==> config.mk <==
export PLATFORM = sky130hd
export DESIGN_NAME = dma_chain_ctrl
export DESIGN_NICKNAME = d
export VERILOG_FILES = /design/src/rtl/dma_chain_pkg.sv /design/src/rtl/dma_chain_counters.sv /design/src/rtl/dma_chain_seq.sv /design/src/rtl/dma_chain_ctrl.sv
export SDC_FILE = /design/constraint.sdc
export NUM_CORES = 1
export LEC_CHECK = 0
export CORE_ASPECT_RATIO = 0.8
export CORE_MARGIN = 2
export CORE_UTILIZATION = 25
export DETAILED_ROUTE_END_ITERATION = 10
export PLACE_DENSITY = 0.43
export SETUP_SLACK_MARGIN = 0.2
export SKIP_LAST_GASP = 1
export SLEW_MARGIN = 20
export SYNTH_ARGS = -nofsm -noshare
export SYNTH_HDL_FRONTEND = slang
export SYNTH_SLANG_ARGS = --single-unit
==> constraint.sdc <==
create_clock -name clk -period 2.62 [get_ports clk]
set_clock_uncertainty 0.15 [all_clocks]
set_input_delay 0.524 -clock clk [delete_from_list [all_inputs] [get_ports clk]]
set_output_delay 0.524 -clock clk [all_outputs]
set_load 0.05 [all_outputs]
==> src/rtl/dma_chain_pkg.sv <==
// Package: shared register selects and field layouts for the block-chaining
// DMA controller. Assumes a 3-bit register select.
package dma_chain_pkg;

    typedef enum logic [2:0] {
        SEL_CUR_ADDR = 3'd0,
        SEL_CUR_CNT  = 3'd1,
        SEL_NXT_ADDR = 3'd2,
        SEL_NXT_CNT  = 3'd3,
        SEL_MODE     = 3'd4,
        SEL_CTRL     = 3'd5,
        SEL_STAT     = 3'd6,
        SEL_UNUSED   = 3'd7
    } reg_sel_e;

    // Mode register: bit2 hold address, bit1 decrement address, bit0 auto-init
    typedef struct packed {
        logic hold;
        logic dec;
        logic autoinit;
    } mode_t;

    // Control register: bit2 irq enable, bit1 next block valid, bit0 enable
    typedef struct packed {
        logic irq_en;
        logic nxt_valid;
        logic en;
    } ctrl_t;

endpackage

==> src/rtl/dma_chain_counters.sv <==
// Current address and count counters of one DMA channel.
// Loads from software, steps per accepted byte, or reloads from the
// next/base pair at a chained end of block.
// Assumes software loads and steps never coincide (loads are only allowed
// while the channel is disabled, steps only while active).
module dma_chain_counters
    import dma_chain_pkg::*;
#(
    parameter int ADDR_W = 16,
    parameter int CNT_W  = 8
) (
    input  logic              clk,
    input  logic              rst_n,
    input  logic              ld_addr,
    input  logic              ld_cnt,
    input  logic [ADDR_W-1:0] ld_data,
    input  logic              step,
    input  logic              reload,
    input  logic [ADDR_W-1:0] base_addr,
    input  logic [CNT_W-1:0]  base_cnt,
    input  mode_t             mode,
    output logic [ADDR_W-1:0] cur_addr,
    output logic [CNT_W-1:0]  cur_cnt,
    output logic              last
);

    localparam logic [ADDR_W-1:0] ADDR_ONE = ADDR_W'(1);
    localparam logic [CNT_W-1:0]  CNT_ONE  = CNT_W'(1);

    logic [ADDR_W-1:0] addr_nxt;

    // Final byte of a block: count of one (or an empty count).
    assign last = (cur_cnt <= CNT_ONE);

    // Address step selected by mode: hold, down, or up.
    always_comb begin
        if (mode.hold)     addr_nxt = cur_addr;
        else if (mode.dec) addr_nxt = cur_addr - ADDR_ONE;
        else               addr_nxt = cur_addr + ADDR_ONE;
    end

    // Current address register.
    always_ff @(posedge clk) begin
        if (!rst_n)       cur_addr <= '0;
        else if (ld_addr) cur_addr <= ld_data;
        else if (step)    cur_addr <= reload ? base_addr : addr_nxt;
    end

    // Current count register.
    always_ff @(posedge clk) begin
        if (!rst_n)      cur_cnt <= '0;
        else if (ld_cnt) cur_cnt <= ld_data[CNT_W-1:0];
        else if (step)   cur_cnt <= reload ? base_cnt : (last ? '0 : cur_cnt - CNT_ONE);
    end

    assert_step_cnt_R3: assert property (@(posedge clk) disable iff (!rst_n)
        (step && !reload && !last) |=> cur_cnt == $past(cur_cnt) - CNT_ONE);

    assert_reload_cnt_R6: assert property (@(posedge clk) disable iff (!rst_n)
        reload |=> (cur_cnt == $past(base_cnt) && cur_addr == $past(base_addr)));

    assert_idle_hold_R2: assert property (@(posedge clk) disable iff (!rst_n)
        (!step && !ld_cnt && !ld_addr) |=> ($stable(cur_cnt) && $stable(cur_addr)));

endmodule

==> src/rtl/dma_chain_seq.sv <==
// End-of-block sequencer of one DMA channel.
// Holds the control, mode and status bits, decides between stop, chain and
// auto-reload at the end of a block, and raises the terminal-count pulse.
// Assumes register writes and transfer strobes arrive in separate cycles;
// hardware updates win over a coincident write.
module dma_chain_seq
    import dma_chain_pkg::*;
(
    input  logic       clk,
    input  logic       rst_n,
    input  logic       wr_ctrl,
    input  logic       wr_mode,
    input  logic       wr_stat,
    input  logic [3:0] wdata,
    input  logic       xfer_done,
    input  logic       last,
    output logic       step,
    output logic       reload,
    output ctrl_t      ctrl,
    output mode_t      mode,
    output logic       tc,
    output logic       ovr,
    output logic       active,
    output logic       ovr_stop_en,
    output logic       tc_irq
);

    logic eob;
    logic overrun;

    assign step    = xfer_done & active;
    assign eob     = step & last;
    assign reload  = eob & (mode.autoinit | ctrl.nxt_valid);
    assign overrun = eob & ~reload;

    // Control bits: software writes, valid consumed on chain, enable forced off.
    always_ff @(posedge clk) begin
        if (!rst_n) begin
            ctrl <= '0;
        end else begin
            if (wr_ctrl) begin
                ctrl.en        <= wdata[0];
                ctrl.nxt_valid <= wdata[1];
                ctrl.irq_en    <= wdata[2];
            end
            if (reload && !mode.autoinit) ctrl.nxt_valid <= 1'b0;
            if (overrun && ovr_stop_en)   ctrl.en <= 1'b0;
        end
    end

    // Active flag: set on enable edge, cleared by disable or overrun.
    always_ff @(posedge clk) begin
        if (!rst_n)        active <= 1'b0;
        else if (overrun)  active <= 1'b0;
        else if (wr_ctrl) begin
            if (!wdata[0])     active <= 1'b0;
            else if (!ctrl.en) active <= 1'b1;
        end
    end

    // Mode bits: writable only while disabled.
    always_ff @(posedge clk) begin
        if (!rst_n)                    mode <= '0;
        else if (wr_mode && !ctrl.en)  mode <= wdata[2:0];
    end

    // Status bits: sticky events cleared by write-one while disabled.
    always_ff @(posedge clk) begin
        if (!rst_n) begin
            tc          <= 1'b0;
            ovr         <= 1'b0;
            ovr_stop_en <= 1'b0;
        end else begin
            if (eob)                                  tc <= 1'b1;
            else if (wr_stat && !ctrl.en && wdata[0]) tc <= 1'b0;
            if (overrun)                              ovr <= 1'b1;
            else if (wr_stat && !ctrl.en && wdata[1]) ovr <= 1'b0;
            if (wr_stat && !ctrl.en)                  ovr_stop_en <= wdata[3];
        end
    end

    // Terminal-count interrupt pulse, one cycle after the end of block.
    always_ff @(posedge clk) begin
        if (!rst_n) tc_irq <= 1'b0;
        else        tc_irq <= eob & ctrl.irq_en;
    end

    assert_active_needs_en_R2: assert property (@(posedge clk) disable iff (!rst_n)
        active |-> ctrl.en);

    assert_overrun_stop_R4: assert property (@(posedge clk) disable iff (!rst_n)
        overrun |=> (!active && ovr && tc));

    assert_irq_with_tc_R5: assert property (@(posedge clk) disable iff (!rst_n)
        tc_irq |-> tc);

    assert_chain_consumes_valid_R6: assert property (@(posedge clk) disable iff (!rst_n)
        (eob && !mode.autoinit && ctrl.nxt_valid) |=> (!ctrl.nxt_valid && active));

    assert_force_disable_R8: assert property (@(posedge clk) disable iff (!rst_n)
        (overrun && ovr_stop_en) |=> !ctrl.en);

    assert_mode_locked_R10: assert property (@(posedge clk) disable iff (!rst_n)
        ctrl.en |=> $stable(mode));

endmodule

==> src/rtl/dma_chain_ctrl.sv <==
// Top of the block-chaining DMA controller for one channel.
// Decodes the register port, holds the next/base address and count pair,
// and joins the counters with the end-of-block sequencer.
// Assumes CNT_W <= ADDR_W and ADDR_W >= 4.
module dma_chain_ctrl
    import dma_chain_pkg::*;
#(
    parameter int ADDR_W = 16,
    parameter int CNT_W  = 8
) (
    input  logic              clk,
    input  logic              rst_n,
    input  logic              reg_wr,
    input  logic [2:0]        reg_sel,
    input  logic [ADDR_W-1:0] reg_wdata,
    output logic [ADDR_W-1:0] reg_rdata,
    input  logic              xfer_done,
    output logic              chan_active,
    output logic              tc_irq
);

    reg_sel_e          sel;
    ctrl_t             ctrl;
    mode_t             mode;
    logic              step, reload, last;
    logic              tc, ovr, active, ovr_stop_en;
    logic [ADDR_W-1:0] cur_addr, nxt_addr;
    logic [CNT_W-1:0]  cur_cnt, nxt_cnt;
    logic              ld_addr, ld_cnt;

    assign sel     = reg_sel_e'(reg_sel);
    assign ld_addr = reg_wr && sel == SEL_CUR_ADDR && !ctrl.en;
    assign ld_cnt  = reg_wr && sel == SEL_CUR_CNT  && !ctrl.en;

    // Next/base address and count pair, writable at any time.
    always_ff @(posedge clk) begin
        if (!rst_n) begin
            nxt_addr <= '0;
            nxt_cnt  <= '0;
        end else if (reg_wr) begin
            if (sel == SEL_NXT_ADDR) nxt_addr <= reg_wdata;
            if (sel == SEL_NXT_CNT)  nxt_cnt  <= reg_wdata[CNT_W-1:0];
        end
    end

    dma_chain_counters #(.ADDR_W(ADDR_W), .CNT_W(CNT_W)) u_cnt (
        .clk       (clk),
        .rst_n     (rst_n),
        .ld_addr   (ld_addr),
        .ld_cnt    (ld_cnt),
        .ld_data   (reg_wdata),
        .step      (step),
        .reload    (reload),
        .base_addr (nxt_addr),
        .base_cnt  (nxt_cnt),
        .mode      (mode),
        .cur_addr  (cur_addr),
        .cur_cnt   (cur_cnt),
        .last      (last)
    );

    dma_chain_seq u_seq (
        .clk         (clk),
        .rst_n       (rst_n),
        .wr_ctrl     (reg_wr && sel == SEL_CTRL),
        .wr_mode     (reg_wr && sel == SEL_MODE),
        .wr_stat     (reg_wr && sel == SEL_STAT),
        .wdata       (reg_wdata[3:0]),
        .xfer_done   (xfer_done),
        .last        (last),
        .step        (step),
        .reload      (reload),
        .ctrl        (ctrl),
        .mode        (mode),
        .tc          (tc),
        .ovr         (ovr),
        .active      (active),
        .ovr_stop_en (ovr_stop_en),
        .tc_irq      (tc_irq)
    );

    assign chan_active = active;

    // Read mux of the register port.
    always_comb begin
        case (sel)
            SEL_CUR_ADDR: reg_rdata = cur_addr;
            SEL_CUR_CNT:  reg_rdata = ADDR_W'(cur_cnt);
            SEL_NXT_ADDR: reg_rdata = nxt_addr;
            SEL_NXT_CNT:  reg_rdata = ADDR_W'(nxt_cnt);
            SEL_MODE:     reg_rdata = ADDR_W'(mode);
            SEL_CTRL:     reg_rdata = ADDR_W'(ctrl);
            SEL_STAT:     reg_rdata = ADDR_W'({ovr_stop_en, active, ovr, tc});
            default:      reg_rdata = '0;
        endcase
    end

    assert_addr_locked_R10: assert property (@(posedge clk) disable iff (!rst_n)
        (ctrl.en && !step) |=> $stable(cur_addr));

endmodule

==> run_results.csv <==
group,metric,value,unit
timing,tns,0,ns
yosys,synthCells,521,
layout,fin_cells,819,
timing,fmax,405,MHz
timing,slew_headroom,62.3,%
yosys,async_reset_ff_share,0,%
critical_path,worstPathMaxFanout,7,
yosys,yosysSeqAreaShare,29.6,%
global_route,overflow,0,
worst_hold_path,whs_path_depth,2,
global_route,grt_usage,17.8,%
routing,wl_per_cell,18.4,microns
critical_path,worstPathArrival,1.80,ns
timing,hold_ws,0.324,ns
yosys,ys.flop_type,"dfxtp_1",
critical_path,critPathKind,"reg2out",
critical_path,path_cells,"buf_8 -> mux4_2 -> mux2_2 -> buf_6",
clock_tree,cts_hold_buf,0,
timing,setup_viol,0,
placement,port_buffers,40,
yosys,synth_top_area_share,29.6,%
clock_tree,htreeDepth,3,
floorplan,fp.dieW,145,microns
placement,gp_congestion,0.860,
global_route,grt_start_max_net_pins,36,
layout,drive_gt1_share,24.7,%
floorplan,dieArea,17000,sq um
critical_path,r2r_setup_slack,0.23,ns
floorplan,die_h,117,microns
yosys,yosysWarningCount,0,
worst_hold_path,hold_path_class,"reg2reg",
critical_path,r2r_end,"u_cnt.cur_addr[10]$_SDFFE_PN0P_",
critical_path,startpoint_type,"flop",
yosys,synth.most_common_cell,"nand2_1",
yosys,synth-seq-cells,59,
routing,routed_wl,15.1,mm
worst_hold_path,hold_end,"nxt_addr[11]$_SDFFE_PN0P_",
routing,drc_errors,0,
power_and_ir_drop,powerDensity,445,nW/um^2
clock_tree,cts_max_path_buffers,2,
yosys,synth_area,3990,sq um
clock_tree,cts_tree,"built",
critical_path,r2r-start,"u_seq.mode[1]$_SDFFE_PN0P_",
placement,placed_area,5140,sq um
layout,layout.nets,639,
global_route,antenna_found_initial,0,
critical_path,cp_slowest_cell,"mux4_2",
critical_path,endpoint_kind,"output pin",
timing,rsz0062_at_grt,"yes",
yosys,yosysUniqueCellTypes,65,
timing,fin_crit,2.47,ns
job,maxCapViolCount,0,
global_route,grt_pass1_wl,23.4,mm
yosys,synth_area_leaders,"dfxtp_1 (30%), nand2_1 (8.3%), a21oi_1 (6.1%), ha_1 (5.0%), mux2i_1 (4.8%)",
status,outcome,"finished clean",
timing,tightest_slew,0.563,ns
timing,drv_slew,0,
clock_tree,clock_sinks,59,
timing,finalHoldViolCount,0,
clock_tree,cts_buffers,9,
routing,drt_iter0_markers,353,
yosys,yosys.area.top_type,"dfxtp_1",
yosys,synth_area_per_cell,7.65,sq um
layout,finalInstanceArea,5630,sq um
clock_tree,clkLatencyLatePin,0.34,ns
global_route,grt_pass1_vias,4015,
yosys,synth_edf_count,0,
routing,dr.pass1.iters,4,
worst_hold_path,min_from,"nxt_addr[11]$_SDFFE_PN0P_",
critical_path,rr_worst_depth,9,
power_and_ir_drop,leakagePower,2.22,nW
clock_tree,clk_pin_slew_worst_paths,0.06,ns
routing,ant_nets,0,
timing,setup_ws,0.151,ns
routing,viasPerCell,5.18,
floorplan,rows,41,
layout,areaGrowthSynthToFinish,41.3,%
routing,dr_total_vias,4240,
layout,diodes,0,
critical_path,cp.required,1.95,ns
power_and_ir_drop,peakVddDrop,0.000314,V
placement,place_ws,-0.235,ns
timing,final.period_utilization,94.2,%
placement,hpwl,11.2,mm
yosys,ys_top_cells_by_count,"nand2_1 (88), dfxtp_1 (59), a21oi_1 (49)",
critical_path,cp_slowest_stage_delay,0.46,ns
clock_tree,cts_root_buf,"clkbuf_16",
yosys,synth_nets,561,
placement,placedCellCount,800,
floorplan,core_area,15700,sq um
floorplan,start_util,25.4,%
floorplan,io_pins,41,
## cells in the final DEF, fill, tap and decap left out, types with 5 or more instances in the layout
cell type,synthesis,layout
nand2_1,88,87
dfxtp_1,59,57
buf_4,0,49
a21oi_1,49,46
nor2_1,48,38
o21ai_0,27,23
nand3_1,21,21
clkdlybuf4s50_1,0,21
mux2i_1,19,19
nor3_1,16,15
ha_1,16,13
buf_12,0,12
buf_6,2,11
clkbuf_16,0,10
nor2_4,0,8
inv_1,7,7
o211ai_1,7,7
and3_1,7,7
a21o_1,7,7
xor2_1,7,7
mux4_2,5,6
a31oi_1,7,6
nor2b_4,0,5
## per-layer routing
layer | vias to the layer above | wire [microns] | track usage [%]
li1 | 2055 | - | -
met1 | 2042 | 8110 | 27.8
met2 | 137 | 6100 | 24.7
met3 | 6 | 809 | 3.41
met4 | 0 | 85 | 3.99
met5 | - | 0 | 0
## through the flow
step	utilization, %	power (mW)
after floorplan	-	1.18
after global placement	32.8	1.36
after detailed placement	32.8	1.36
after CTS	35.2	2.51
after global routing	35.9	2.60
final	35.9	2.51
## timing repair
item | in CTS | in global routing
cloned | 1 | 0
setup buffers | 0 | 2
pin swaps | 3 | 8
gates resized for setup | 39 | 31
endpoints found under the setup margin | 23 | 10
## worst max-delay path: cells and delay by family, from the launching register on
family / cells / cell delay, ns
muxes: 2 / 0.75
DFF: 1 / 0.39
buffers and inverters: 2 / 0.32
## cells by family (layout without fill, tap and decap cells)
logic type	count (synthesis)	in the layout	share of synthesized area, %
fa+ha+maj	17	17	5.52
simple gates	220	220	25.8
xor+xnor	9	9	1.98
buf+inv	41	124	4.27
compound gates	147	147	23.8
mux	28	28	9.10
flops	59	59	29.6
## power by group
group | total, mW | internal [mW] | switching, mW
logic | 0.421 | 0.185 | 0.237
registers | 0.947 | 0.920 | 0.0269
clock network | 1.14 | 0.688 | 0.449
## worst max-delay path by stage
stage / start / end / slack [ns] / cells past startpoint
after floorplan: reg_sel[1] / reg_rdata[0] / 0.19 / 4
after global placement: reg_sel[1] / reg_rdata[4] / -0.23 / 6
after detailed placement: reg_sel[1] / reg_rdata[4] / -0.23 / 6
after CTS: u_seq.mode[1]$_SDFFE_PN0P_ / u_cnt.cur_addr[14]$_SDFFE_PN0P_ / 0.21 / 7
after global routing: u_seq.mode[1]$_SDFFE_PN0P_ / reg_rdata[1] / 0.13 / 4
final: u_seq.mode[1]$_SDFFE_PN0P_ / reg_rdata[1] / 0.15 / 4
## sequential cells by signal, indices dropped and copies added, names as in the netlist, 3 cells and up
name / flops
u_cnt.cur_addr: 16
nxt_cnt: 8
nxt_addr: 16
u_seq.ctrl: 3
u_seq.mode: 3
u_cnt.cur_cnt: 8
## cell type report
class	count	area (sq um)
well taps	215	269
clock buffers	12	256
inverters	8	30.0
multi-input cells	421	2840
clock inverters	4	25.0
repair buffers	100	1020
flip-flops and latches	59	1190
fillers	1671	10100
No activity file was read; power rests on OpenSTA's default activity.
